==> config.mk <==
export PLATFORM = sky130hd
export DESIGN_NAME = dps_pair_seq
export DESIGN_NICKNAME = d
export VERILOG_FILES = /design/src/rtl/dps_pkg.sv /design/src/rtl/dps_pair_check.sv /design/src/rtl/dps_seq_ctrl.sv /design/src/rtl/dps_irq_status.sv /design/src/rtl/dps_pair_seq.sv
export SDC_FILE = /design/constraint.sdc
export NUM_CORES = 1
export LEC_CHECK = 0
export CORE_MARGIN = 5
export CORE_UTILIZATION = 35
export DETAILED_ROUTE_END_ITERATION = 6
export PLACE_DENSITY = 0.63
export SYNTH_ARGS = -nofsm -noshare
export SYNTH_HDL_FRONTEND = slang
export SYNTH_SLANG_ARGS = --single-unit
==> constraint.sdc <==
create_clock -name clk -period 3 [get_ports clk]
set_input_delay 0.9 -clock clk [delete_from_list [all_inputs] [get_ports clk]]
set_output_delay 0.9 -clock clk [all_outputs]
set_load 0.01 [all_outputs]
==> src/rtl/dps_pkg.sv <==
package dps_pkg;
  typedef enum logic [2:0] {
    ERR_NONE  = 3'd0,
    ERR_FIELD = 3'd1,
    ERR_ORDER = 3'd2,
    ERR_ALIGN = 3'd3,
    ERR_BURST = 3'd4
  } err_e;

  typedef enum logic {PH_CMD = 1'b0, PH_DATA = 1'b1} phase_e;

  localparam logic [7:0]  CMD_PREFIX  = 8'h08;
  localparam logic [19:0] DATA_PREFIX = 20'h00002;

  function automatic logic burst_legal(input logic [7:0] b);
    return (b == 8'd4) || (b == 8'd16) || (b == 8'd32) || (b == 8'd64);
  endfunction
endpackage

==> src/rtl/dps_pair_check.sv <==
module dps_pair_check
  import dps_pkg::*;
(
  input  logic [1:0]  exp_pair,   // 0..3 for pairs 1..4
  input  logic [6:0]  cmd_resv,   // command bits 23:17
  input  logic [15:0] cmd_low,    // command bits 15:0
  input  logic [23:0] data_hi,    // data bits 31:8
  output err_e        verdict
);
  logic [3:0] sel;
  logic [3:0] want;
  assign sel  = data_hi[3:0];
  assign want = {2'b00, exp_pair} + 4'd1;

  always_comb begin
    verdict = ERR_NONE;
    if (data_hi[23:4] != DATA_PREFIX) begin
      verdict = ERR_FIELD;
    end else if (exp_pair == 2'd0) begin
      if (sel > 4'd1) verdict = (sel <= 4'd4) ? ERR_ORDER : ERR_FIELD;
    end else if (sel != want) begin
      verdict = (sel <= 4'd4) ? ERR_ORDER : ERR_FIELD;
    end else begin
      unique case (exp_pair)
        2'd1: if (cmd_low[7:0] != 8'h00) verdict = ERR_FIELD;
        2'd2: begin
          if (cmd_low[7:0] != 8'h00)      verdict = ERR_FIELD;
          else if (cmd_low[9:8] != 2'b00) verdict = ERR_ALIGN;
        end
        default: begin
          if (cmd_resv != 7'h00 || cmd_low[7:0] != 8'h00) verdict = ERR_FIELD;
          else if (!burst_legal(cmd_low[15:8]))            verdict = ERR_BURST;
        end
      endcase
    end
  end
endmodule

==> src/rtl/dps_seq_ctrl.sv <==
module dps_seq_ctrl
  import dps_pkg::*;
#(
  parameter int PG_W  = 6,
  parameter int BLK_W = 24 - PG_W
) (
  input  logic             clk,
  input  logic             rst,
  input  logic             wr_en,
  input  logic [31:0]      wr_word,
  input  logic             xfer_done,
  output logic             busy,
  output logic             err_valid,
  output logic [2:0]       err_code,
  output logic             xfer_start,
  output logic [BLK_W-1:0] desc_block,
  output logic [PG_W-1:0]  desc_page,
  output logic             desc_write,
  output logic [7:0]       desc_npages,
  output logic [31:0]      desc_addr,
  output logic [7:0]       desc_burst,
  output logic             desc_irq_en
);
  phase_e           phase;
  logic [1:0]       exp_pair;
  logic [23:0]      cmd_hold;
  logic [BLK_W-1:0] st_block;
  logic [PG_W-1:0]  st_page;
  logic             st_write;
  logic [7:0]       st_npages;
  logic [15:0]      st_addr_hi;
  logic [15:0]      st_addr_lo;
  err_e             verdict;
  logic             accept;

  assign accept = wr_en && !busy;

  dps_pair_check u_check (
    .exp_pair (exp_pair),
    .cmd_resv (cmd_hold[23:17]),
    .cmd_low  (cmd_hold[15:0]),
    .data_hi  (wr_word[31:8]),
    .verdict  (verdict)
  );

  always_ff @(posedge clk) begin
    if (rst) begin
      phase       <= PH_CMD;
      exp_pair    <= 2'd0;
      cmd_hold    <= '0;
      busy        <= 1'b0;
      err_valid   <= 1'b0;
      err_code    <= ERR_NONE;
      xfer_start  <= 1'b0;
      st_block    <= '0;
      st_page     <= '0;
      st_write    <= 1'b0;
      st_npages   <= '0;
      st_addr_hi  <= '0;
      st_addr_lo  <= '0;
      desc_block  <= '0;
      desc_page   <= '0;
      desc_write  <= 1'b0;
      desc_npages <= '0;
      desc_addr   <= '0;
      desc_burst  <= '0;
      desc_irq_en <= 1'b0;
    end else begin
      xfer_start <= 1'b0;
      err_valid  <= 1'b0;
      if (busy && xfer_done) busy <= 1'b0;
      if (accept) begin
        if (phase == PH_CMD) begin
          if (wr_word[31:24] != CMD_PREFIX) begin
            err_valid <= 1'b1;
            err_code  <= ERR_FIELD;
            exp_pair  <= 2'd0;
          end else begin
            cmd_hold <= wr_word[23:0];
            phase    <= PH_DATA;
          end
        end else begin
          phase <= PH_CMD;
          if (verdict != ERR_NONE) begin
            err_valid <= 1'b1;
            err_code  <= verdict;
            exp_pair  <= 2'd0;
          end else begin
            unique case (exp_pair)
              2'd0: begin
                st_block  <= cmd_hold[23:PG_W];
                st_page   <= cmd_hold[PG_W-1:0];
                st_write  <= wr_word[8];
                st_npages <= wr_word[7:0];
                exp_pair  <= 2'd1;
              end
              2'd1: begin
                st_addr_hi <= cmd_hold[23:8];
                exp_pair   <= 2'd2;
              end
              2'd2: begin
                st_addr_lo <= cmd_hold[23:8];
                exp_pair   <= 2'd3;
              end
              default: begin
                desc_block  <= st_block;
                desc_page   <= st_page;
                desc_write  <= st_write;
                desc_npages <= st_npages;
                desc_addr   <= {st_addr_hi, st_addr_lo};
                desc_burst  <= cmd_hold[15:8];
                desc_irq_en <= cmd_hold[16];
                xfer_start  <= 1'b1;
                busy        <= 1'b1;
                exp_pair    <= 2'd0;
              end
            endcase
          end
        end
      end
    end
  end
endmodule

==> src/rtl/dps_irq_status.sv <==
module dps_irq_status (
  input  logic clk,
  input  logic rst,
  input  logic set_evt,
  input  logic clr,
  output logic irq_status
);
  always_ff @(posedge clk) begin
    if (rst)          irq_status <= 1'b0;
    else if (set_evt) irq_status <= 1'b1;
    else if (clr)     irq_status <= 1'b0;
  end
endmodule

==> src/rtl/dps_pair_seq.sv <==
module dps_pair_seq #(
  parameter int PAGES_PER_BLK = 64,
  localparam int PG_W  = $clog2(PAGES_PER_BLK),
  localparam int BLK_W = 24 - PG_W
) (
  input  logic             clk,
  input  logic             rst,
  input  logic             wr_en,
  input  logic [31:0]      wr_word,
  input  logic             xfer_done,
  input  logic             irq_clr,
  output logic             busy,
  output logic             err_valid,
  output logic [2:0]       err_code,
  output logic             xfer_start,
  output logic [BLK_W-1:0] desc_block,
  output logic [PG_W-1:0]  desc_page,
  output logic             desc_write,
  output logic [7:0]       desc_npages,
  output logic [31:0]      desc_addr,
  output logic [7:0]       desc_burst,
  output logic             desc_irq_en,
  output logic             irq_status
);
  logic done_evt;

  dps_seq_ctrl #(.PG_W(PG_W), .BLK_W(BLK_W)) u_ctrl (
    .clk         (clk),
    .rst         (rst),
    .wr_en       (wr_en),
    .wr_word     (wr_word),
    .xfer_done   (xfer_done),
    .busy        (busy),
    .err_valid   (err_valid),
    .err_code    (err_code),
    .xfer_start  (xfer_start),
    .desc_block  (desc_block),
    .desc_page   (desc_page),
    .desc_write  (desc_write),
    .desc_npages (desc_npages),
    .desc_addr   (desc_addr),
    .desc_burst  (desc_burst),
    .desc_irq_en (desc_irq_en)
  );

  assign done_evt = busy && xfer_done && desc_irq_en;

  dps_irq_status u_irq (
    .clk        (clk),
    .rst        (rst),
    .set_evt    (done_evt),
    .clr        (irq_clr),
    .irq_status (irq_status)
  );
endmodule

* After elaboration in Yosys (flattened, before gate mapping)
Index checks and enable logic that the tools add are counted.
Word-level totals: input port bits 37, output and inout port bits 81, register bits after elaboration 173
Cells by class: bitwise operators 5, $lt $le $gt $ge 2, add/sub/neg operators 1, multiplexer cells 31, reductions and logical operators 25, equal/unequal tests 10
Operator list (number):
- $mux W3 | 8
- $ne A20 B2 Y1 const B | 1
- $reduce_and A4 Y1 | 4
- $mux W1 | 14
- $mux W2 | 7
- $eq A8 B3 Y1 const B | 1
- $eq A8 B5 Y1 const B | 1
- $eq A8 B6 Y1 const B | 1
- $eq A8 B7 Y1 const B | 1
- $ne A8 B4 Y1 const B | 1
- $reduce_bool A8 Y1 | 1
- $reduce_bool A7 Y1 | 1
- $pmux W2 S3 | 1
- $pmux W3 S2 | 1
- $reduce_and A3 Y1 | 2
- $reduce_bool A2 Y1 | 3
- $not A1 Y1 | 5
- $gt A4 B1 Y1 const B | 1
- $le A4 B3 Y1 const B | 1
- $logic_or A1 B1 Y1 | 4
- $ne A4 B4 Y1 | 1
- $reduce_or A4 Y1 | 1
- $add A2 B1 Y3 const B | 1
- $logic_and A1 B1 Y1 | 3
- other kinds (9) | 9

* Longest topological paths before layout
depth in word-level cells 14, gate-level depth with buffers 11, gate-level depth less buffers 8

* Hierarchy
From an unflattened synthesis, not the netlist that was laid out.
Second synthesis, totals: cells, all modules 809, area total of the unflattened synthesis 6433.7 µm²
By module, submodules not included:
- dps_seq_ctrl | area each 6065.8 µm², instances 1, cells each 760
- dps_pair_check | area each 322.8 µm², instances 1, cells each 44
- dps_irq_status | area each 38.8 µm², instances 1, cells each 4
- dps_pair_seq | area each 6.3 µm², instances 1, cells each 1

* Least setup slack after synthesis
Ideal clock, no wire load.
path type input to register, start input port wr_word[29], end register u_ctrl.st_page[1], slack -0.156 ns, arrival 3.023 ns, path buffers 2, stages 8, required time 2.868 ns, cells stage by stage or4_4 > or4_1 > or3_4 > or4_4 > buf_6 > buf_8 > nand2_1 > a21oi_1
Between the ends: longest elaborated chain between the ends 5
Ends and longest elaborated chain:
- from (decl) | line dps_pair_seq.sv:9 | input logic [31:0] wr_word,
- $ne A20 B2 Y1 | line dps_pair_check.sv:17 | if (data_hi[23:4] != DATA_PREFIX) begin
- $mux W3 | line dps_pair_check.sv:17
- $reduce_bool A3 Y1 | line dps_seq_ctrl.sv:84 | if (verdict != ERR_NONE) begin
- $not A1 Y1 (no line)
- $reduce_and A4 Y1 (no line)
- to (signal assigned) | line dps_seq_ctrl.sv:92 | st_page <= cmd_hold[PG_W-1:0];
- to (decl) | line dps_seq_ctrl.sv:28 | logic [PG_W-1:0] st_page;
No other way between the ends. A chain may end at the register's enable or synchronous reset.

* Worst setup path in the final report
start input port wr_word[30], end register u_ctrl.st_npages[4]
Between the ends: longest elaborated chain between the ends 5
Ends and longest elaborated chain:
- $ne A20 B2 Y1 | line dps_pair_check.sv:17
- $mux W3 | line dps_pair_check.sv:17
- $reduce_bool A3 Y1 | line dps_seq_ctrl.sv:84
- $not A1 Y1 (no line)
- $reduce_and A4 Y1 (no line)
- to (signal assigned) | line dps_seq_ctrl.sv:94 | st_npages <= wr_word[7:0];
- to (decl) | line dps_seq_ctrl.sv:30 | logic [7:0] st_npages;
No other way between the ends.

==> impl_metrics.ini <==
[timing]
hold_viol_final = 0
finalWorstPathRequiredPeriod_ns = 2.954
rsz0062_at_grt = true
max_slew_margin_pct = 61.68
tightest_slew_ns = 0.5695
clock.fmax_mhz = 338.6
maxSlewViolCount = 0
final.period_utilization_pct = 98.46
final.setup.tns_ns = 0
final-setup-viol-count = 0
skew_ns = 0.01287

[final_layout]
register_area_um2 = 3465
area_delta_synth_final_pct = 39.87
nNetsFinal = 923
multiInputGateArea_um2 = 3521
drive_above_1_share_pct = 17.43
design_area_um2 = 9956
fillers = 1850
fin_cells = 1168

[synthesis]
synth-seq-area-share_pct = 48.66
synth_cell_type_count = 46
synth_cells = 738
synthArstFlopShare_pct = 0
synth_top_cell_by_area = dfxtp_1
yosysWarnings = 0
syn_avg_cell_area_um2 = 9.645
synth-seq-cells = 173
synth_edf_count = 0
syn_area_um2 = 7118
synth_top_area_share_pct = 48.66
synth_nets = 779
ys.flop_type = dfxtp_1
synth.area.top_cells = dfxtp_1 49%, mux2i_1 14%, nand2b_1 8.3%

[route]
first_iter_violations = 303
wl_um = 19480
firstDrtPassIters = 4
vias = 5812
vias_per_cell = 4.976
ant_nets = 0
avgRoutedWirePerCell_um = 16.68
drc_errors = 0

[cts]
clock-root-buffer = clkbuf_16
htreeDepth = 4
clk_pin_slew_worst_paths_ns = 0.06
clkSinkCount = 173
cts_hold_buf = 0
clockBufferDepth = 2
clk_latency_ns = 0.43
cts_tree = done
cts_buffers = 17

[grt]
grt_remaining_overflow = 0
grt_use_total_pct = 16.70
antenna_found_initial = 3
grt_pass1_vias = 5741
grt_max_degree = 58
grt_first_pass_wirelength_um = 31570

[floorplan]
std_cell_rows = 52
die_h_um = 152.6
core_area_um2 = 20100
start_util_pct = 35.41
io_pins = 118
die_w_um = 152.6
die-area_um2 = 23290

[worst_setup_path]
start_kind = input pin
criticalPathCategory = input pin to register
path_cells = buf_6 > or4_4 > or4_4 > or3_4 > or4_4 > buf_4 > buf_12 > nand2_1 > a21oi_2
path_max_fanout = 5
cpPeakStageDelay_ns = 0.52
cp_common_cell = or4_4
cp_slowest_cell = or4_4
cpLargestDelayFamily = simple AND/OR/NAND/NOR gates
critical_path_required_ns = 3.30
worstPathArrival_ns = 3.25
cp-end-kind = register
worst-path-buf-inv = 3

[pwr]
p_per_area_nw_per_um2 = 478.2
total_power_w = 0.004761
leakagePower_nw = 3.894
ir_drop_mv = 0.3841

[job]
cap_violations = 0

[status]
status = finished, final reports clean

[place]
dp_cells = 1116
dp_hpwl_um = 12300
portBuffers = 117
placed_area_um2 = 8818
gp_congestion = 0.8302

[hold_path]
hold_class = register to register
state kept, by name, summed over array words and instances (netlist names), 2 cells and up:
| register | flops |
|---|---|
| u_ctrl.st_addr_lo | 16 |
| u_ctrl.desc_burst | 8 |
| u_ctrl.st_npages | 8 |
| u_ctrl.desc_page | 6 |
| u_ctrl.desc_block | 18 |
| u_ctrl.st_page | 6 |
| u_ctrl.st_block | 18 |
| u_ctrl.cmd_hold | 24 |
| u_ctrl.st_addr_hi | 16 |
| u_ctrl.exp_pair | 2 |
| u_ctrl.err_code | 3 |
| u_ctrl.desc_npages | 8 |
| u_ctrl.desc_addr | 32 |
where the power goes:
part           leakage, nW  switching, W  internal (W)
sequential            1.39    0.00000111       0.00230
combinational         2.20      0.000100     0.0000975
clock                0.297      0.000945       0.00132
total                 3.89       0.00105       0.00371
final timing paths:
kind	from	end	slack [ns]	cells past startpoint
setup / recovery	wr_word[30]	u_ctrl.st_npages[4]	0.05	9
hold / removal	u_ctrl.st_npages[1]	u_ctrl.st_npages[1]	0.46	2
setup reg to reg	u_ctrl.exp_pair[0]	u_ctrl.desc_block[14]	0.31	10
hold reg to reg	u_ctrl.st_npages[1]	u_ctrl.st_npages[1]	0.46	2
worst register-to-register path: cells and delay by family, from the launching register on:
family,cells,cell delay [ns]
flip-flops,1,0.39
AND/OR/NAND/NOR,4,0.94
adder cells (fa/ha/maj),1,0.38
AO/OA/AOI/OAI,2,0.29
buffers and inverters,3,0.56
metrics by stage:
step / util, % / setup slack (ns) / hold slack, ns
after global placement: 43.86 / -0.5886 / 0.4401
after floorplan: - / -0.1546 / 0.4322
after global routing: 49.50 / -0.003692 / 0.4835
after CTS: 49.37 / -0.1161 / 0.4598
after detailed placement: 43.86 / -0.6029 / 0.4450
final: 49.52 / 0.04628 / 0.4624
logic make-up after synthesis:
family / count (synthesis) / synth area share (%)
simple gates: 279 / 21.74
flops: 173 / 48.66
compound gates: 116 / 9.685
mux: 98 / 13.78
buf+inv: 64 / 4.939
xor+xnor: 4 / 0.4923
fa+ha+maj: 4 / 0.7031
area by class of cell:
class | count | area share [%]
timing repair buffer | 185 | 20.23
clock inverter | 13 | 1.634
sequential | 173 | 34.80
inverter | 4 | 0.1508
clock buffer | 19 | 4.348
multi-input combinational | 501 | 35.37
tap | 270 | 3.393
antenna | 3 | 0.07541
synthesized netlist by cell type (2+ instances only):
| library cell | number |
|---|---|
| clkbuf_1 | 47 |
| and4_1 | 3 |
| buf_6 | 8 |
| nor3b_1 | 2 |
| nor4_1 | 7 |
| nand2_1 | 70 |
| inv_1 | 3 |
| xor2_1 | 2 |
| mux2i_1 | 98 |
| o31ai_1 | 33 |
| nand4_1 | 35 |
| nor4_2 | 2 |
| nor3_1 | 6 |
| nor4b_1 | 4 |
| or4_4 | 2 |
| or4_1 | 4 |
| xnor2_1 | 2 |
| ha_1 | 4 |
| buf_8 | 3 |
| nor2_1 | 34 |
| a211oi_1 | 4 |
| a21oi_1 | 72 |
| nand2b_1 | 94 |
| nand4b_1 | 2 |
| nand3_1 | 3 |
| dfxtp_1 | 173 |
| o21a_1 | 2 |
timing repair:
item / CTS / global route
endpoints found under the setup margin: 140 / 119
pin swaps: 34 / 13
gates resized for setup: 72 / 5
gates cloned: 8 / 0
setup buffers: 8 / 1
metal layers:
metal | GRT usage, % | vias to the layer above | routed length (µm)
li1 | - | 2889 | -
met1 | 23.24 | 2757 | 9383
met2 | 25.80 | 141 | 8855
met3 | 4.061 | 21 | 970
met4 | 4.879 | 4 | 246
met5 | 0 | - | 21
cell usage in the layout (no fill, tap or decap), types with 5 or more instances in the layout:
cell	Yosys	layout
a21oi_1	72	59
a21oi_2	0	13
buf_12	1	14
buf_16	0	6
buf_4	0	46
clkbuf_16	0	17
clkdlybuf4s50_1	0	105
dfxtp_1	173	172
dlygate4sd2_1	0	6
inv_6	0	5
mux2i_1	98	98
nand2_1	70	49
nand2_2	1	16
nand2_4	0	6
nand2b_1	94	94
nand4_1	35	35
nor2_1	34	34
nor4_1	7	6
o31ai_1	33	31
Power figures use the tool's default switching activity.
